===== config.mk =====
export PLATFORM = sky130hd
export DESIGN_NAME = uart_rx_queue
export DESIGN_NICKNAME = d
export VERILOG_FILES = /design/src/rtl/uart_rxq_pkg.sv /design/src/rtl/rxq_ctrl.sv /design/src/rtl/rxq_data.sv /design/src/rtl/uart_rx_queue.sv
export SDC_FILE = /design/constraint.sdc
export NUM_CORES = 1
export LEC_CHECK = 0
export BUFFER_PORTS_ARGS = -buffer_cell sky130_fd_sc_hd__buf_2
export CAP_MARGIN = 15
export CELL_PAD_IN_SITES_DETAIL_PLACEMENT = 0
export CELL_PAD_IN_SITES_GLOBAL_PLACEMENT = 2
export CORE_MARGIN = 4
export CORE_UTILIZATION = 40
export CTS_CLUSTER_DIAMETER = 120
export DETAILED_ROUTE_END_ITERATION = 10
export PLACE_DENSITY = 0.77
export SYNTH_ARGS = -nofsm -noshare
export SYNTH_HDL_FRONTEND = slang
export SYNTH_SLANG_ARGS = --single-unit

===== constraint.sdc =====
create_clock -name clk -period 5.4 [get_ports clk]
set_input_delay 0.27 -clock clk [delete_from_list [all_inputs] [get_ports clk]]
set_output_delay 0.27 -clock clk [all_outputs]
set_load 0.05 [all_outputs]

===== src/rtl/uart_rxq_pkg.sv =====
package uart_rxq_pkg;

  typedef enum logic [1:0] {
    ST_IDLE,
    ST_START,
    ST_DATA,
    ST_STOP
  } rxState_t;

  // Strobes from the receive control to the queue datapath
  typedef struct packed {
    logic shiftEn;   // a data bit was sampled
    logic rxBit;     // value of that bit
    logic endGood;   // character complete, stop bit high
    logic endBad;    // character complete, stop bit low
  } rxStrobe_t;

endpackage


===== src/rtl/rxq_ctrl.sv =====
module rxq_ctrl
  import uart_rxq_pkg::*;
#(
  parameter int TICK_DIV  = 10,
  parameter int OVS       = 16,
  parameter int DATA_BITS = 8
) (
  input  logic      clk,
  input  logic      rstN,
  input  logic      rxd,
  output rxStrobe_t strb
);

  localparam int DIV_W = $clog2(TICK_DIV + 1);
  localparam int CNT_W = $clog2(OVS);
  localparam int BIT_W = $clog2(DATA_BITS);
  // detection already costs about one tick of the synchronizer and divider
  localparam int START_WAIT = OVS / 2 - 2;

  logic [1:0]       syncQ;
  logic [DIV_W-1:0] divCnt;
  logic             tick;
  logic             rxS;
  rxState_t         st, stNext;
  logic [CNT_W-1:0] smpCnt, smpNext;
  logic [BIT_W-1:0] bitCnt, bitNext;

  assign tick = (divCnt == DIV_W'(TICK_DIV - 1));
  assign rxS  = syncQ[1];

  always_ff @(posedge clk) begin
    if (!rstN) begin
      syncQ  <= 2'b11;
      divCnt <= '0;
      st     <= ST_IDLE;
      smpCnt <= '0;
      bitCnt <= '0;
    end else begin
      syncQ  <= {syncQ[0], rxd};
      divCnt <= tick ? '0 : divCnt + 1'b1;
      st     <= stNext;
      smpCnt <= smpNext;
      bitCnt <= bitNext;
    end
  end

  always_comb begin
    stNext  = st;
    smpNext = smpCnt;
    bitNext = bitCnt;
    strb    = '0;
    if (tick) begin
      case (st)
        ST_IDLE: begin
          if (!rxS) begin
            stNext  = ST_START;
            smpNext = '0;
          end
        end
        ST_START: begin
          if (smpCnt == CNT_W'(START_WAIT)) begin
            smpNext = '0;
            bitNext = '0;
            stNext  = rxS ? ST_IDLE : ST_DATA;
          end else begin
            smpNext = smpCnt + 1'b1;
          end
        end
        ST_DATA: begin
          if (smpCnt == CNT_W'(OVS - 1)) begin
            smpNext      = '0;
            strb.shiftEn = 1'b1;
            strb.rxBit   = rxS;
            if (bitCnt == BIT_W'(DATA_BITS - 1)) stNext = ST_STOP;
            else bitNext = bitCnt + 1'b1;
          end else begin
            smpNext = smpCnt + 1'b1;
          end
        end
        ST_STOP: begin
          if (smpCnt == CNT_W'(OVS - 1)) begin
            smpNext      = '0;
            strb.endGood = rxS;
            strb.endBad  = !rxS;
            stNext       = ST_IDLE;
          end else begin
            smpNext = smpCnt + 1'b1;
          end
        end
        default: stNext = ST_IDLE;
      endcase
    end
  end

endmodule


===== src/rtl/rxq_data.sv =====
module rxq_data
  import uart_rxq_pkg::*;
#(
  parameter int DATA_BITS = 8,
  parameter int DEPTH     = 16,
  parameter int RTS_DROP  = 13,
  parameter int RTS_RAISE = 10
) (
  input  logic                         clk,
  input  logic                         rstN,
  input  rxStrobe_t                    strb,
  input  logic                         rdStrobe,
  output logic [DATA_BITS-1:0]         rdData,
  output logic                         dataAvail,
  output logic [$clog2(DEPTH+1)-1:0]   fillLevel,
  output logic                         rtsN,
  output logic                         overrunErr,
  output logic                         frameErr
);

  localparam int PTR_W = $clog2(DEPTH);
  localparam int LVL_W = $clog2(DEPTH + 1);

  logic [DATA_BITS-1:0] mem [DEPTH];
  logic [DATA_BITS-1:0] shReg;
  logic [PTR_W-1:0]     wrPtr, rdPtr;
  logic [LVL_W-1:0]     count, countNext;
  logic                 doPop, doPush, isFull;

  function automatic logic [PTR_W-1:0] ptrInc(input logic [PTR_W-1:0] p);
    return (p == PTR_W'(DEPTH - 1)) ? '0 : p + 1'b1;
  endfunction

  assign isFull = (count == LVL_W'(DEPTH));
  assign doPop  = rdStrobe && (count != '0);
  // a read on the same edge frees the slot the new byte needs
  assign doPush = strb.endGood && (!isFull || doPop);

  always_comb begin
    case ({doPush, doPop})
      2'b10:   countNext = count + 1'b1;
      2'b01:   countNext = count - 1'b1;
      default: countNext = count;
    endcase
  end

  always_ff @(posedge clk) begin
    if (!rstN) begin
      shReg      <= '0;
      wrPtr      <= '0;
      rdPtr      <= '0;
      count      <= '0;
      rtsN       <= 1'b0;
      overrunErr <= 1'b0;
      frameErr   <= 1'b0;
    end else begin
      if (strb.shiftEn) shReg <= {strb.rxBit, shReg[DATA_BITS-1:1]};
      if (doPush) wrPtr <= ptrInc(wrPtr);
      if (doPop)  rdPtr <= ptrInc(rdPtr);
      count <= countNext;
      if (countNext >= LVL_W'(RTS_DROP))       rtsN <= 1'b1;
      else if (countNext <= LVL_W'(RTS_RAISE)) rtsN <= 1'b0;
      if (strb.endGood && isFull && !doPop) overrunErr <= 1'b1;
      if (strb.endBad) frameErr <= 1'b1;
    end
  end

  always_ff @(posedge clk) begin
    if (doPush) mem[wrPtr] <= shReg;
  end

  assign rdData    = mem[rdPtr];
  assign dataAvail = (count != '0);
  assign fillLevel = count;

endmodule


===== src/rtl/uart_rx_queue.sv =====
module uart_rx_queue
  import uart_rxq_pkg::*;
#(
  parameter int TICK_DIV  = 10,
  parameter int DEPTH     = 16,
  parameter int RTS_DROP  = 13,
  parameter int RTS_RAISE = 10
) (
  input  logic                       clk,
  input  logic                       rstN,
  input  logic                       rxd,
  input  logic                       rdStrobe,
  output logic [7:0]                 rdData,
  output logic                       dataAvail,
  output logic [$clog2(DEPTH+1)-1:0] fillLevel,
  output logic                       rtsN,
  output logic                       overrunErr,
  output logic                       frameErr
);

  localparam int OVS       = 16;
  localparam int DATA_BITS = 8;

  rxStrobe_t strb;

  rxq_ctrl #(
    .TICK_DIV (TICK_DIV),
    .OVS      (OVS),
    .DATA_BITS(DATA_BITS)
  ) u_ctrl (
    .clk (clk),
    .rstN(rstN),
    .rxd (rxd),
    .strb(strb)
  );

  rxq_data #(
    .DATA_BITS(DATA_BITS),
    .DEPTH    (DEPTH),
    .RTS_DROP (RTS_DROP),
    .RTS_RAISE(RTS_RAISE)
  ) u_data (
    .clk       (clk),
    .rstN      (rstN),
    .strb      (strb),
    .rdStrobe  (rdStrobe),
    .rdData    (rdData),
    .dataAvail (dataAvail),
    .fillLevel (fillLevel),
    .rtsN      (rtsN),
    .overrunErr(overrunErr),
    .frameErr  (frameErr)
  );

endmodule


Word level (Yosys, flattened, before mapping)

Memories as Yosys holds them, arrays and structs flattened. A register that Yosys moved wholly into a read port is not among the register bits.
Index checks and enable logic that the tools add are counted.

Input bits: 4
Memories kept: 1
RAM bits: 128
Output and inout port bits: 17
Logic and storage cells: 87
Flip-flop bits (word level): 39

Reductions and logical operators: 17
Add/sub/neg operators: 7
Bitwise gates (word level): 1
Order comparisons: 2
Mux-type cells: 29
Eq/ne operators: 18

Memories:

| name       | words | width | rd ports | clocked after Yosys merged registers in | write ports | line           | RTL |
|---|---|---|---|---|---|---|---|
| u_data.mem | 16    | 8     | 1        | 1                                       | 1           | rxq_data.sv:24 | `logic [DATA_BITS-1:0] mem [DEPTH];` |

Operator list:

| cell                                                                             | count |
|---|---|
| 4-bit two-way mux                                                                | 8 |
| 2-bit two-way mux                                                                | 10 |
| 4-bit by 1-bit adder with 4-bit output, second input constant                    | 4 |
| 4-bit equality test, second input constant                                       | 4 |
| 4-bit case mux with 3 select lines                                               | 1 |
| 5-bit case mux with 2 select lines                                               | 1 |
| 3-bit two-way mux                                                                | 3 |
| 2-bit by 1-bit inequality test with 1-bit output, second input constant          | 4 |
| 2-bit case mux with 4 select lines                                               | 1 |
| 2-bit equality test, second input constant                                       | 3 |
| 3-bit case mux with 2 select lines                                               | 1 |
| 6-bit AND reduction                                                              | 1 |
| 5-bit by 1-bit adder with 5-bit output, second input constant                    | 1 |
| 5-bit equality test, second input constant                                       | 1 |
| 5-bit by 4-bit >= comparator with 1-bit output, second input constant            | 1 |
| 5-bit by 4-bit less-or-equal comparator with 1-bit output, second input constant | 1 |
| 5-bit AND reduction                                                              | 1 |
| 5-bit nonzero test                                                               | 1 |
| 5-bit by 1-bit subtractor with 5-bit output, second input constant               | 1 |
| 2-bit by 1-bit equality test with 1-bit output, second input constant            | 2 |
| 4-bit by 3-bit equality test with 1-bit output, second input constant            | 1 |
| 1-bit logical AND                                                                | 4 |
| 1-bit two-way mux                                                                | 4 |
| 2-bit inequality test, second input constant                                     | 2 |
| 9 further kinds                                                                  | 13 |

Depth between registers and ports, before layout

Gate-level depths: netlist of run 1.

Word-level depth: 10
Mapped depth: 17
Depth with buffers taken out: 15

Modules after synthesis

From an unflattened synthesis of run 1, not the netlist that was laid out.

Cell total of the unflattened synthesis: 451
Area, all modules: 7061.8 um^2

By module, submodules not included:

| module   | area each (um^2) | cells each | sequential area each (um^2) | instances |
|---|---|---|---|---|
| rxq_data | 6266.0           | 357        | 4404.2                      | 1 |
| rxq_ctrl | 795.8            | 94         | 300.3                       | 1 |

Worst setup path before layout of run 1

OpenSTA, ideal clock, no wires.

Path kind: register -> register
Start: register u_data.count[0] (netlist: u_data.fillLevel[0])
End: register u_data.rtsN
Cell stages (with the launch flop): 16
Clock period less this slack: 3995 ps
Path slack: 1405 ps
Required time: 5284 ps
Setup time: 116 ps
Arrival time: 3879 ps
Buffers on the path: 2
Path through: dfxtp_1 buf_6 or4_1 or2_2 nand2_1 inv_1 ha_1 clkbuf_1 xor2_1 ha_1 a21oi_1 mux2i_1 xor2_1 a21oi_1 or2_2 a31o_2

Cells in the longest elaborated chain, start to end: 8
Elaborated cells on any way between the ends: 15
Those cells by class: add/sub: 2; order compare: 2; eq/ne: 3; mux: 2; reduce/logical: 6

RTL lines:

| item                                                                                                                        | line                           | RTL |
|---|---|---|
| start, declared                                                                                                             | rxq_data.sv:27                 | `logic [LVL_W-1:0] count, countNext;` |
| start signal, assigned                                                                                                      | rxq_data.sv:60                 | `count <= countNext;` |
| 5-bit nonzero test *                                                                                                        | n/a                            |  |
| via dataAvail                                                                                                               | uart_rx_queue.sv:14            | `output logic dataAvail,` |
| 1-bit logical AND *                                                                                                         | rxq_data.sv:35                 | `assign doPop = rdStrobe && (count != '0);` |
| 1-bit logical OR                                                                                                            | rxq_data.sv:37                 | `assign doPush = strb.endGood && (!isFull \|\| doPop);` |
| 1-bit logical AND                                                                                                           | rxq_data.sv:37                 |  |
| 2-bit by 1-bit equality test with 1-bit output or 2-bit equality test (tied branches)                                       | rxq_data.sv:40                 | `case ({doPush, doPop})` |
| 5-bit case mux with 2 select lines *                                                                                        | rxq_data.sv:40                 |  |
| 5-bit by 4-bit >= comparator with 1-bit output or 5-bit by 4-bit less-or-equal comparator with 1-bit output (tied branches) | rxq_data.sv:61, rxq_data.sv:62 |  |
| 1-bit two-way mux or 2-bit nonzero test (tied branches)                                                                     | n/a                            |  |
| end signal, assigned                                                                                                        | rxq_data.sv:53                 | `rtsN <= 1'b0;` |
| end signal, assigned                                                                                                        | rxq_data.sv:61                 | `if (countNext >= LVL_W'(RTS_DROP)) rtsN <= 1'b1;` |
| end signal, assigned                                                                                                        | rxq_data.sv:62                 | `else if (countNext <= LVL_W'(RTS_RAISE)) rtsN <= 1'b0;` |
| end, declared                                                                                                               | rxq_data.sv:16                 | `output logic rtsN,` |

Mark *: on every way through the listed nets, which the timed path passes. The rest lies on a longest branch.
A chain may end at the register's enable or synchronous reset.

Worst setup path in the final report of run 1

Start: register u_ctrl.smpCnt[1]
End: register u_data.rtsN

Cells in the longest elaborated chain, start to end: 9
Elaborated cells on any way between the ends: 12
Those cells by class: order compare: 2; eq/ne: 3; mux: 5; reduce/logical: 2

RTL lines:

| item                                                                                                                        | line                           | RTL |
|---|---|---|
| start, declared                                                                                                             | rxq_ctrl.sv:25                 | `logic [CNT_W-1:0] smpCnt, smpNext;` |
| start signal, assigned                                                                                                      | rxq_ctrl.sv:42                 | `smpCnt <= smpNext;` |
| 4-bit equality test *                                                                                                       | rxq_ctrl.sv:81                 | `if (smpCnt == CNT_W'(OVS - 1)) begin` |
| 2-bit two-way mux *                                                                                                         | rxq_ctrl.sv:81                 |  |
| 2-bit two-way mux *                                                                                                         | rxq_ctrl.sv:53                 | `case (st)` |
| 4-bit two-way mux *                                                                                                         | rxq_ctrl.sv:52                 | `if (tick) begin` |
| 1-bit logical AND *                                                                                                         | rxq_data.sv:37                 |  |
| 2-bit by 1-bit equality test with 1-bit output or 2-bit equality test (tied branches)                                       | rxq_data.sv:40                 |  |
| 5-bit case mux with 2 select lines *                                                                                        | rxq_data.sv:40                 |  |
| 5-bit by 4-bit >= comparator with 1-bit output or 5-bit by 4-bit less-or-equal comparator with 1-bit output (tied branches) | rxq_data.sv:61, rxq_data.sv:62 |  |
| 1-bit two-way mux or 2-bit nonzero test (tied branches)                                                                     | n/a                            |  |

Every way passes the cells marked *; elsewhere a longest branch is shown, timed or not.

==> metrics.txt, run 1 <==
# TYPE chip_impl_metric gauge
chip_impl_metric{name="ys_seq_elements",unit=""} 171
chip_impl_metric{name="flow.area_growth_from_synthesis",unit="%"} 12.0
chip_impl_metric{name="max-slew-margin-rel",unit=""} 0.307
chip_impl_metric{name="routedWlPerCell",unit="µm"} 18.5
chip_impl_metric{name="fillCellCount",unit=""} 1527
chip_impl_metric{name="report.final.slew_viol_count",unit=""} 0
chip_impl_metric{name="post_synth_mux_area_share",unit=""} 0.146
chip_impl_metric{name="h-tree-depth",unit=""} 4
chip_impl_info{name="cts_tree",value="done"} 1
chip_impl_metric{name="clkLatencyLatePin",unit="ns"} 0.42
chip_impl_metric{name="post_route_cells_drive_above_1_share",unit=""} 0.230
chip_impl_metric{name="yosys.area.top_type_share",unit=""} 0.546
chip_impl_metric{name="fin_worst_skew",unit="ns"} 0.00946
chip_impl_metric{name="netlist_area",unit="µm²"} 7040
chip_impl_metric{name="worst_ep_arrival_time",unit="ns"} 4.35
chip_impl_metric{name="cellPowerDensity",unit="nW/µm²"} 321
chip_impl_info{name="cp-end-kind",value="flop"} 1
chip_impl_metric{name="crit_fanout",unit=""} 10
chip_impl_metric{name="drt_drc_violations_left",unit=""} 0
chip_impl_metric{name="routed-via-count",unit=""} 3616
chip_impl_metric{name="final_cell_area",unit="µm²"} 7880
chip_impl_metric{name="grt_pass1_vias",unit=""} 3669
chip_impl_metric{name="initial_utilization",unit=""} 0.407
chip_impl_metric{name="dp_hpwl",unit="mm"} 8.27
chip_impl_metric{name="synth_edf_count",unit=""} 128
chip_impl_metric{name="clkTransAtPathRegs",unit="ns"} 0.07
chip_impl_info{name="crit_top_cell",value="sky130_fd_sc_hd__ha_1"} 1
chip_impl_info{name="synth_top_cell_by_area",value="sky130_fd_sc_hd__edfxtp_1"} 1
chip_impl_metric{name="avgSynthCellArea",unit="µm²"} 16.1
chip_impl_metric{name="antenna_found_initial",unit=""} 0
chip_impl_info{name="hold_path_class",value="in -> reg"} 1
chip_impl_metric{name="multiInputGateArea",unit="µm²"} 2180
chip_impl_metric{name="ant_nets",unit=""} 0
chip_impl_metric{name="synthArstFlopShare",unit=""} 0
chip_impl_metric{name="diodes",unit=""} 0
chip_impl_info{name="ctsRootBufferMaster",value="sky130_fd_sc_hd__clkbuf_16"} 1
chip_impl_metric{name="min_period_over_period",unit=""} 0.748
chip_impl_metric{name="synth-compound-area-share",unit=""} 0.0377
chip_impl_metric{name="cts_resized",unit=""} 0
chip_impl_info{name="final_common_cell",value="sky130_fd_sc_hd__edfxtp_1"} 1
chip_impl_metric{name="post_synth_and_or_nand_nor_area_fraction",unit=""} 0.0859
chip_impl_metric{name="number_of_buffers_created_by_cts",unit=""} 17
chip_impl_metric{name="maximum_resistive_drop_on_vdd",unit="mV"} 0.231
chip_impl_info{name="dominant_cells_by_area_after_synthesis",value="sky130_fd_sc_hd__edfxtp_1 (55%), sky130_fd_sc_hd__mux4_2 (13%), sky130_fd_sc_hd__dfxtp_1 (12%), sky130_fd_sc_hd__ha_1 (2.5%), sky130_fd_sc_hd__nor2b_1 (1.9%)"} 1
chip_impl_metric{name="std_cell_rows",unit=""} 48
chip_impl_metric{name="firstDrtPassIters",unit=""} 4
chip_impl_metric{name="detail_route.wirelength",unit="mm"} 12.9
chip_impl_metric{name="max-clock-path-buffers",unit=""} 2
chip_impl_metric{name="global_route.usage.total",unit=""} 0.137
chip_impl_metric{name="synthesis.yosys.warnings",unit=""} 0
chip_impl_metric{name="hold_buffers",unit=""} 0
chip_impl_info{name="unrepaired_setup_endpoints_after_global_routing",value="false"} 1
chip_impl_metric{name="die_x",unit="µm"} 141
chip_impl_info{name="crit_path_cell_trace",value="ha_1 -> nand4_2 -> or4_4 -> nor2b_2 -> inv_1 -> ha_1 -> xor2_1 -> ha_1 -> a21oi_1 -> mux2i_1 -> xor2_1 -> a21oi_1 -> or2_2 -> a31o_2"} 1
chip_impl_metric{name="ioPinCount",unit=""} 21
chip_impl_metric{name="pin_count_of_the_biggest_net_entering_global_routing",unit=""} 38
chip_impl_info{name="commonest_cells_after_routing_fill_and_taps_aside",value="sky130_fd_sc_hd__edfxtp_1 (128), sky130_fd_sc_hd__dfxtp_1 (42), sky130_fd_sc_hd__mux4_2 (40)"} 1
chip_impl_metric{name="detail_route.iter0.violations",unit=""} 224
chip_impl_metric{name="hold_violations",unit=""} 0
chip_impl_info{name="dominant_combinational_cell_family_by_area_after_synthesis",value="multiplexers"} 1
chip_impl_metric{name="core",unit="µm²"} 17300
chip_impl_metric{name="synth-xor-area-share",unit=""} 0.0124
chip_impl_metric{name="setup-tns-final",unit="ns"} 0
chip_impl_metric{name="synthesis.instances",unit=""} 437
chip_impl_metric{name="cts.repair_timing.setup_buffer_count",unit=""} 0
chip_impl_metric{name="post_synth_fa_ha_maj_area_fraction",unit=""} 0.0249
chip_impl_metric{name="worst_ep_required_time",unit="ns"} 5.72
chip_impl_metric{name="yosysSeqAreaShare",unit=""} 0.668
chip_impl_metric{name="setup_viol",unit=""} 0
chip_impl_metric{name="numPortBuffers",unit=""} 20
chip_impl_metric{name="grt.overflow.total",unit=""} 0
chip_impl_metric{name="die-height",unit="µm"} 141
chip_impl_metric{name="power.static_leakage",unit="µW"} 0.00268
chip_impl_metric{name="die_outline_area",unit="µm²"} 19800
chip_impl_metric{name="final_period_minus_worst_setup_slack",unit="ns"} 4.04
chip_impl_info{name="timing.setup.critical_path_class",value="reg -> reg"} 1
chip_impl_info{name="cpMaxStageDelayCell",value="sky130_fd_sc_hd__or4_4"} 1
chip_impl_metric{name="postPlaceCellArea",unit="µm²"} 7340
chip_impl_metric{name="synth.distinct_cells",unit=""} 51
chip_impl_metric{name="tightest_slew",unit="ns"} 1.04
chip_impl_metric{name="max_cap_violations",unit=""} 0
chip_impl_metric{name="final_core_utilization",unit=""} 0.456
chip_impl_metric{name="avgViaCountPerCell",unit=""} 5.21
chip_impl_metric{name="worst_stage_delay_on_the_critical_path",unit="ns"} 0.53
chip_impl_info{name="yosys_most_used_dff",value="sky130_fd_sc_hd__edfxtp_1"} 1
chip_impl_info{name="critPathLaunchType",value="flop"} 1
chip_impl_info{name="status",value="finished, final reports clean"} 1
chip_impl_metric{name="synth_fp_nets",unit=""} 455
chip_impl_metric{name="final_nets",unit=""} 474
chip_impl_metric{name="grt_first_pass_wirelength",unit="mm"} 20.4
chip_impl_metric{name="cts.sinks",unit=""} 171
chip_impl_metric{name="max_freq",unit="GHz"} 0.248
chip_impl_metric{name="final-seq-area",unit="µm²"} 4710
chip_impl_metric{name="finalWeightedCongestion",unit=""} 0.757
critical path: cells and delay by family, from the launching register on:
family	cells	cell delay (ns)
fa+ha+maj	3	0.82
simple gates	4	1.36
flops	1	0.38
compound gates	3	0.57
xor+xnor	2	0.44
buf+inv	1	0.12
mux	1	0.25
stage by stage:
stage                     power [µW]  worst slack (ns)  hold slack (ns)  instances
after CTS                       2550              1.36           0.0126        694
after floorplan                 1440              1.40            0.371        437
after detailed placement        1440              1.37            0.403        662
after global routing            2620              1.06           0.0281        694
final                           2530              1.36           0.0332        694
after global placement          1440              1.46            0.403        662
path summary, 6_finish.rpt:
| check | from | endpoint | cells after the start | slack (ns) |
|---|---|---|---|---|
| max | u_ctrl.smpCnt[1] | u_data.rtsN | 14 | 1.36 |
| min | rxd | u_ctrl.syncQ[0] | 2 | 0.03 |
| max reg2reg | u_ctrl.smpCnt[1] | u_data.rtsN | 14 | 1.36 |
| min reg2reg | u_ctrl.syncQ[0] | u_ctrl.syncQ[1] | 1 | 0.41 |
kinds of logic (layout without fill, tap and decap cells):
logic type	Yosys count	count (layout)
AO/OA/AOI/OAI	41	41
XOR/XNOR	10	10
adder cells (fa/ha/maj)	14	14
buffers and inverters	37	69
flip-flops	171	171
multiplexers	53	53
AND/OR/NAND/NOR	111	111
flip-flops by register name (all words and copies together), names as in the netlist, named ones only:
name               count
u_data.wrPtr           4
u_data.frameErr        1
u_data.fillLevel       5
u_data.overrunErr      1
u_data.rdPtr           4
u_data.rtsN            1
u_ctrl.bitCnt          3
u_data.shReg           8
u_data.mem           128
u_ctrl.smpCnt          4
u_ctrl.divCnt          4
u_ctrl.st              1
u_ctrl.syncQ           2
cell type report:
class,count,area share
clock buffers,18,0.0545
multi-input cells,229,0.277
flip-flops and latches,171,0.597
inverters,15,0.00714
repair buffers,22,0.0146
well taps,225,0.0357
clock inverters,14,0.0140
where the power goes:
part | internal (µW) | total, µW | switching [µW]
sequential | 1400 | 1400 | 2.14
combinational | 5.99 | 12.5 | 6.51
clock | 598 | 1120 | 520
routing by layer:
metal,vias to the layer above,part of all wire,global-route usage
met4,0,0.0054,0.0382
met5,-,0,0
li1,1697,-,-
met2,78,0.51,0.226
met1,1833,0.44,0.181
met3,8,0.049,0.0363
synth_stat cells, types with 3 or more instances:
cell type and count:
sky130_fd_sc_hd__a21oi_1 14, sky130_fd_sc_hd__xnor2_1 7, sky130_fd_sc_hd__nor3_1 11, sky130_fd_sc_hd__xor2_1 3
sky130_fd_sc_hd__nand2_1 21, sky130_fd_sc_hd__mux2i_1 13, sky130_fd_sc_hd__inv_1 15, sky130_fd_sc_hd__buf_2 5
sky130_fd_sc_hd__mux4_2 40, sky130_fd_sc_hd__nor2b_1 21, sky130_fd_sc_hd__nand3_1 5, sky130_fd_sc_hd__a21boi_0 4
sky130_fd_sc_hd__o21ai_0 7, sky130_fd_sc_hd__dfxtp_1 43, sky130_fd_sc_hd__a21o_1 3, sky130_fd_sc_hd__clkbuf_1 12
sky130_fd_sc_hd__edfxtp_1 128, sky130_fd_sc_hd__ha_1 14, sky130_fd_sc_hd__nor2_1 22, sky130_fd_sc_hd__and2_1 6
sky130_fd_sc_hd__nand2b_1 5
(Power assumes the default switching activity.)
==> run 2, diff against run 1 <==
Clock period 5.4 ns to 4.13 ns, I/O delays scaled along.
==> run 2 against run 1 <==
Effect of this change: global-route usage is 0.55 points higher; sequential cell count unchanged; register-to-register slack got worse by 0.84 ns; power increased by 31%; maximum frequency rose by 12%; critical path type unchanged; highest routed layer unchanged.
==> metrics.txt, run 2 (synthesis results as in run 1) <==
# TYPE chip_impl_metric gauge
chip_impl_info{name="status",value="finished, final reports clean"} 1
chip_impl_info{name="largest-register",value="u_data.mem"} 1
chip_impl_metric{name="combPwrFrac",unit=""} 0.005
chip_impl_metric{name="grt_pass1_vias",unit=""} 3807
chip_impl_metric{name="drt_drc_violations_left",unit=""} 0
chip_impl_info{name="cts_tree",value="done"} 1
chip_impl_metric{name="stdcell_count",unit=""} 704
chip_impl_metric{name="grt_first_pass_wirelength",unit="mm"} 21.2
chip_impl_metric{name="clkLatencyLatePin",unit="ns"} 0.43
chip_impl_metric{name="setup_viol",unit=""} 0
chip_impl_info{name="hold_path_class",value="in -> reg"} 1
chip_impl_metric{name="routed-via-count",unit=""} 3674
chip_impl_metric{name="crit_fanout",unit=""} 10
chip_impl_info{name="timing.setup.critical_path_class",value="reg -> reg"} 1
chip_impl_metric{name="finalWeightedCongestion",unit=""} 0.774
chip_impl_info{name="commonest_cells_after_routing_fill_and_taps_aside",value="sky130_fd_sc_hd__edfxtp_1 (128), sky130_fd_sc_hd__dfxtp_1 (42), sky130_fd_sc_hd__mux4_2 (40)"} 1
chip_impl_metric{name="tightest_slew",unit="ns"} 1.05
chip_impl_metric{name="flow.area_growth_from_synthesis",unit="%"} 13.0
chip_impl_info{name="unrepaired_setup_endpoints_after_global_routing",value="false"} 1
chip_impl_metric{name="setup-tns-final",unit="ns"} 0
chip_impl_metric{name="global_route.usage.total",unit=""} 0.143
chip_impl_info{name="critPathLaunchType",value="flop"} 1
chip_impl_metric{name="dp_hpwl",unit="mm"} 8.42
chip_impl_metric{name="largest_register_ff_count",unit=""} 128
chip_impl_metric{name="pin_count_of_the_biggest_net_entering_global_routing",unit=""} 38
chip_impl_metric{name="std_cell_rows",unit=""} 48
chip_impl_metric{name="cts.sinks",unit=""} 171
chip_impl_metric{name="die_x",unit="µm"} 141
chip_impl_metric{name="detail_route.wirelength",unit="mm"} 13.2
chip_impl_info{name="final_common_cell",value="sky130_fd_sc_hd__edfxtp_1"} 1
chip_impl_metric{name="firstDrtPassIters",unit=""} 4
chip_impl_metric{name="routedWlPerCell",unit="µm"} 18.8
chip_impl_metric{name="h-tree-depth",unit=""} 4
chip_impl_metric{name="die-height",unit="µm"} 141
chip_impl_metric{name="power_switching",unit="µW"} 695
chip_impl_metric{name="cts.repair_timing.setup_buffer_count",unit=""} 0
chip_impl_metric{name="max-slew-margin-rel",unit=""} 0.301
chip_impl_metric{name="power.clock.fraction",unit=""} 0.443
chip_impl_metric{name="fillCellCount",unit=""} 1510
chip_impl_metric{name="part_of_the_power_in_registers",unit=""} 0.552
chip_impl_metric{name="min_period_over_period",unit=""} 0.873
chip_impl_info{name="cp-end-kind",value="flop"} 1
chip_impl_metric{name="post_route_cells_drive_above_1_share",unit=""} 0.240
chip_impl_info{name="ctsRootBufferMaster",value="sky130_fd_sc_hd__clkbuf_16"} 1
chip_impl_metric{name="hold_violations",unit=""} 0
chip_impl_metric{name="power.static_leakage",unit="µW"} 0.00272
chip_impl_metric{name="initial_utilization",unit=""} 0.407
chip_impl_metric{name="maximum_resistive_drop_on_vdd",unit="mV"} 0.287
chip_impl_metric{name="numPortBuffers",unit=""} 20
chip_impl_metric{name="final_period_minus_worst_setup_slack",unit="ns"} 3.61
chip_impl_metric{name="antenna_found_initial",unit=""} 0
chip_impl_metric{name="core",unit="µm²"} 17300
chip_impl_metric{name="ioPinCount",unit=""} 21
chip_impl_metric{name="die_outline_area",unit="µm²"} 19800
chip_impl_metric{name="clkTransAtPathRegs",unit="ns"} 0.06
chip_impl_metric{name="grt.overflow.total",unit=""} 0
chip_impl_metric{name="dp.cells",unit=""} 671
chip_impl_metric{name="report.final.slew_viol_count",unit=""} 0
chip_impl_metric{name="cellPowerDensity",unit="nW/µm²"} 416
chip_impl_metric{name="worst_ep_required_time",unit="ns"} 4.45
chip_impl_metric{name="final_nets",unit=""} 484
chip_impl_metric{name="diodes",unit=""} 0
chip_impl_metric{name="ant_nets",unit=""} 0
chip_impl_metric{name="final_core_utilization",unit=""} 0.460
chip_impl_metric{name="cell_internal_pwr",unit="µW"} 2620
chip_impl_metric{name="number_of_buffers_created_by_cts",unit=""} 17
chip_impl_metric{name="worst_ep_arrival_time",unit="ns"} 3.93
chip_impl_metric{name="max_cap_violations",unit=""} 0
chip_impl_metric{name="fin_worst_skew",unit="ns"} 0.00585
chip_impl_metric{name="detail_route.iter0.violations",unit=""} 198
chip_impl_metric{name="max_freq",unit="GHz"} 0.277
chip_impl_metric{name="power.switching_fraction",unit=""} 0.210
chip_impl_metric{name="avgViaCountPerCell",unit=""} 5.22
chip_impl_metric{name="max-clock-path-buffers",unit=""} 2
run 2: cell count changes in the layout (fill, tap and decap cells not counted):
cell,delta
sky130_fd_sc_hd__clkinvlp_4,+1
sky130_fd_sc_hd__clkinv_1,-2
sky130_fd_sc_hd__nor3_2,-4
sky130_fd_sc_hd__buf_4,+8
sky130_fd_sc_hd__inv_8,+1
sky130_fd_sc_hd__inv_6,-2
sky130_fd_sc_hd__nor3_1,+4
sky130_fd_sc_hd__buf_12,+1
sky130_fd_sc_hd__clkinv_2,+2
sky130_fd_sc_hd__dlygate4sd3_1,+1
run 2: final timing paths:
| path | start | to | slack, ns | depth (start not counted) |
|---|---|---|---|---|
| min reg2reg | u_ctrl.syncQ[0] | u_ctrl.syncQ[1] | 0.41 | 1 |
| max reg2reg | u_data.fillLevel[0] | u_data.rtsN | 0.52 | 13 |
| max | u_data.fillLevel[0] | u_data.rtsN | 0.52 | 13 |
| min | rdStrobe | u_data.overrunErr | 0.23 | 4 |
run 2: metal layers:
layer  vias to the layer above  routed length [µm]  GRT usage
li1                       1717                   -          -
met1                      1871                5940      0.186
met2                        69                6610      0.234
met3                        17                 554     0.0380
met4                         0                 129     0.0474
met5                         -                   0          0
run 2: per-stage QoR:
| step | hold WS, ns | total power [µW] | instance area [µm²] | worst slack [ns] |
|---|---|---|---|---|
| global placement | 0.394 | 1880 | 7400 | 0.610 |
| global route | 0.239 | 3430 | 7960 | 0.234 |
| finish | 0.233 | 3310 | 7960 | 0.523 |
| detailed placement | 0.399 | 1880 | 7400 | 0.535 |
| CTS | 0.214 | 3340 | 7960 | 0.510 |
| floorplan | 0.308 | 1880 | 7040 | 0.135 |
run 2: layout make-up:
cell class	count	area [µm²]	share of cell area
sequential	171	4710	0.592
multi-input combinational	229	2160	0.272
clock buffer	18	429	0.0539
tap	225	282	0.0354
timing repair buffer	32	205	0.0258
clock inverter	14	114	0.0143
inverter	15	56.3	0.00708
run 2: timing repair:
item / 4_1_cts / 5_1_grt
hold buffers: 1 / 0
resized for setup: 0 / 0
setup endpoints to repair: 0 / 0
hold endpoints to repair: 1 / 0
run 2: power by group through the flow:
stage | logic (µW) | clock network (µW) | registers (µW)
2_1_floorplan | 13.0 | 0 | 1860
3_3_place_gp | 17.0 | 0 | 1860
3_5_place_dp | 17.1 | 0 | 1860
4_1_cts | 17.9 | 1500 | 1830
5_1_grt | 19.8 | 1580 | 1830
6_report | 17.4 | 1470 | 1830
run 2: worst max-delay path, cell delays in order, from the launching register on:
cell and delay (ns):
sky130_fd_sc_hd__dfxtp_1 0.41, sky130_fd_sc_hd__or4_1 0.57, sky130_fd_sc_hd__or2_2 0.30, sky130_fd_sc_hd__nand2_1 0.16, sky130_fd_sc_hd__inv_1 0.13, sky130_fd_sc_hd__ha_1 0.22
sky130_fd_sc_hd__xor2_1 0.15, sky130_fd_sc_hd__ha_1 0.22, sky130_fd_sc_hd__a21oi_1 0.22, sky130_fd_sc_hd__mux2i_1 0.24, sky130_fd_sc_hd__xor2_1 0.26, sky130_fd_sc_hd__a21oi_1 0.10
sky130_fd_sc_hd__or2_2 0.28, sky130_fd_sc_hd__a31o_2 0.24
==> run 3, diff against run 2 <==
--- a/config.mk
+++ b/config.mk
@@ -19 +19,2 @@
 export SYNTH_SLANG_ARGS = --single-unit
+export TNS_END_PERCENT = 1
==> constraint.sdc (replaced) <==
create_clock -name clk -period 4.13 [get_ports clk]
set_input_delay 0.413 -clock clk [delete_from_list [all_inputs] [get_ports clk]]
set_output_delay 0.413 -clock clk [all_outputs]
set_load 0.05 [all_outputs]
==> run 3 against run 2 <==
Effect of this change: final area barely moved; first-iteration DRC count rose by 17%; setup slack got worse by 0.0028 ns; hold slack got worse by 0.050 ns; sequential share of layout area barely moved; die area did not move; global-route usage fell by 0.18 points; sequential cell count did not move; register-to-register slack barely moved.
==> metrics.txt, run 3 (synthesis results as in run 1) <==
# TYPE chip_impl_metric gauge
chip_impl_metric{name="worst_ep_required_time",unit="ns"} 4.44
chip_impl_metric{name="ff2ff_setup_slack",unit="ns"} 0.52
chip_impl_info{name="min_from",value="rxd"} 1
chip_impl_metric{name="final_period_minus_worst_setup_slack",unit="ns"} 3.61
chip_impl_metric{name="flow.area_growth_from_synthesis",unit="%"} 13.0
chip_impl_metric{name="power.static_leakage",unit="µW"} 0.00272
chip_impl_metric{name="diodes",unit=""} 0
chip_impl_metric{name="report.final.slew_viol_count",unit=""} 0
chip_impl_info{name="final_common_cell",value="sky130_fd_sc_hd__edfxtp_1"} 1
chip_impl_metric{name="grt_pass1_vias",unit=""} 3722
chip_impl_info{name="route.top_layer_used",value="met4"} 1
chip_impl_metric{name="final_core_utilization",unit=""} 0.460
chip_impl_metric{name="cellPowerDensity",unit="nW/µm²"} 419
chip_impl_info{name="cp-end-kind",value="flop"} 1
chip_impl_info{name="rr_startpoint",value="u_data.fillLevel[1]"} 1
chip_impl_metric{name="setup-tns-final",unit="ns"} 0
chip_impl_metric{name="post_route_cells_drive_above_1_share",unit=""} 0.235
chip_impl_metric{name="setup_viol",unit=""} 0
chip_impl_info{name="cts_tree",value="done"} 1
chip_impl_metric{name="detail_route.wirelength",unit="mm"} 13.0
chip_impl_metric{name="dp_hpwl",unit="mm"} 8.41
chip_impl_metric{name="die-height",unit="µm"} 141
chip_impl_metric{name="grt.overflow.total",unit=""} 0
chip_impl_metric{name="largest_register_ff_count",unit=""} 128
chip_impl_metric{name="max_cap_violations",unit=""} 0
chip_impl_metric{name="fin_worst_skew",unit="ns"} 0.00971
chip_impl_metric{name="hold_violations",unit=""} 0
chip_impl_metric{name="core",unit="µm²"} 17300
chip_impl_metric{name="crit_fanout",unit=""} 10
chip_impl_metric{name="dpl_worst_slack",unit="ns"} 0.537
chip_impl_metric{name="worst_ep_arrival_time",unit="ns"} 3.92
chip_impl_metric{name="initial_utilization",unit=""} 0.407
chip_impl_metric{name="firstDrtPassIters",unit=""} 4
chip_impl_metric{name="final_nets",unit=""} 483
chip_impl_metric{name="detail_route.iter0.violations",unit=""} 231
chip_impl_metric{name="numPortBuffers",unit=""} 20
chip_impl_metric{name="fillCellCount",unit=""} 1490
chip_impl_metric{name="hold_buffers",unit=""} 0
chip_impl_info{name="timing.setup.critical_path_class",value="reg -> reg"} 1
chip_impl_metric{name="min_delay_path_depth",unit=""} 2
chip_impl_metric{name="clkLatencyLatePin",unit="ns"} 0.42
chip_impl_metric{name="detailroute.wirelength.met2",unit="mm"} 6.46
chip_impl_metric{name="cts.repair_timing.setup_buffer_count",unit=""} 0
chip_impl_metric{name="maximum_resistive_drop_on_vdd",unit="mV"} 0.281
chip_impl_metric{name="drt_drc_violations_left",unit=""} 0
chip_impl_metric{name="finalWeightedCongestion",unit=""} 0.774
chip_impl_metric{name="routed-via-count",unit=""} 3627
chip_impl_metric{name="max-slew-margin-rel",unit=""} 0.279
chip_impl_info{name="largest-register",value="u_data.mem"} 1
chip_impl_metric{name="std_cell_rows",unit=""} 48
chip_impl_metric{name="routedWlPerCell",unit="µm"} 18.5
chip_impl_metric{name="tightest_slew",unit="ns"} 1.08
chip_impl_info{name="hold_path_class",value="in -> reg"} 1
chip_impl_metric{name="number_of_buffers_created_by_cts",unit=""} 17
chip_impl_metric{name="die_x",unit="µm"} 141
chip_impl_info{name="ctsRootBufferMaster",value="sky130_fd_sc_hd__clkbuf_16"} 1
chip_impl_metric{name="fin_hold_ws",unit="ns"} 0.183
chip_impl_metric{name="clkTransAtPathRegs",unit="ns"} 0.07
chip_impl_info{name="min_to",value="u_ctrl.syncQ[0]"} 1
chip_impl_metric{name="cts.sinks",unit=""} 171
chip_impl_metric{name="rr_worst_depth",unit=""} 13
chip_impl_metric{name="grt_first_pass_wirelength",unit="mm"} 21.1
chip_impl_info{name="status",value="finished, final reports clean"} 1
chip_impl_metric{name="route.layer.met1.wl",unit="mm"} 5.80
chip_impl_metric{name="pin_count_of_the_biggest_net_entering_global_routing",unit=""} 38
chip_impl_info{name="critPathLaunchType",value="flop"} 1
chip_impl_metric{name="ant_nets",unit=""} 0
chip_impl_metric{name="antenna_found_initial",unit=""} 0
chip_impl_metric{name="met3WireLength",unit="µm"} 585
chip_impl_metric{name="max-clock-path-buffers",unit=""} 2
chip_impl_info{name="worstReg2RegEnd",value="u_data.rtsN"} 1
chip_impl_info{name="commonest_cells_after_routing_fill_and_taps_aside",value="sky130_fd_sc_hd__edfxtp_1 (128), sky130_fd_sc_hd__dfxtp_1 (42), sky130_fd_sc_hd__mux4_2 (40)"} 1
chip_impl_metric{name="min_period_over_period",unit=""} 0.874
chip_impl_metric{name="die_outline_area",unit="µm²"} 19800
chip_impl_metric{name="avgViaCountPerCell",unit=""} 5.17
chip_impl_metric{name="cts_resized",unit=""} 0
chip_impl_metric{name="layout_setup_ws",unit="ns"} 0.520
chip_impl_metric{name="h-tree-depth",unit=""} 4
chip_impl_metric{name="global_route.usage.total",unit=""} 0.141
chip_impl_info{name="unrepaired_setup_endpoints_after_global_routing",value="false"} 1
chip_impl_metric{name="ioPinCount",unit=""} 21
chip_impl_metric{name="max_freq",unit="GHz"} 0.277
run 3: cell types whose count changed in the layout (fill, tap and decap cells not counted), sizes merged:
| cell | change |
|---|---|
| inv | -2 |
| bufinv | +1 |
| dlygate4sd3 | -1 |
| clkinv | +2 |
| clkinvlp | -3 |
| clkbuf | +1 |
run 3: layout make-up:
| class | count | area (µm²) | share of cell area |
|---|---|---|---|
| clock buffers | 19 | 433 | 0.0545 |
| clock inverters | 12 | 115 | 0.0145 |
| inverters | 15 | 56.3 | 0.00708 |
| multi-input cells | 229 | 2160 | 0.272 |
| flip-flops and latches | 171 | 4710 | 0.592 |
| well taps | 225 | 282 | 0.0354 |
| repair buffers | 31 | 195 | 0.0246 |
run 3: power by group:
part	switching, µW	leakage (µW)	internal, µW
logic	8.67	0.000923	7.79
clock network	653	0.000268	834
registers	2.89	0.00153	1820
total	665	0.00272	2670
run 3: worst max-delay path, cell delays in order, from the launching register on:
cell and delay [ns]:
sky130_fd_sc_hd__dfxtp_1 0.41, sky130_fd_sc_hd__or4_1 0.55, sky130_fd_sc_hd__or2_2 0.30, sky130_fd_sc_hd__nand2_1 0.16
sky130_fd_sc_hd__inv_1 0.12, sky130_fd_sc_hd__ha_1 0.22, sky130_fd_sc_hd__xor2_1 0.15, sky130_fd_sc_hd__ha_1 0.22
sky130_fd_sc_hd__a21oi_1 0.23, sky130_fd_sc_hd__mux2i_1 0.25, sky130_fd_sc_hd__xor2_1 0.26, sky130_fd_sc_hd__a21oi_1 0.10
sky130_fd_sc_hd__or2_2 0.28, sky130_fd_sc_hd__a31o_2 0.24
run 3: how the worst max path moves through the flow:
stage                        startpoint           to  slack, ns
floorplan           u_data.fillLevel[0]  u_data.rtsN       0.13
finish              u_data.fillLevel[1]  u_data.rtsN       0.52
global route        u_data.fillLevel[0]  u_data.rtsN       0.21
global placement    u_data.fillLevel[0]  u_data.rtsN       0.61
CTS                 u_data.fillLevel[0]  u_data.rtsN       0.51
detailed placement  u_data.fillLevel[0]  u_data.rtsN       0.54
run 3: per-stage QoR:
step	total power (µW)	std cells	cell area, µm²
3_5_place_dp	1880	671	7400
5_1_grt	3440	702	7950
6_report	3330	702	7950
4_1_cts	3370	702	7950
2_1_floorplan	1880	437	7040
3_3_place_gp	1880	671	7400
run 3: layer usage:
layer,vias to the layer above,track usage
met4,0,0.0367
met3,14,0.0434
met1,1830,0.186
li1,1720,-
met5,-,0
met2,63,0.230
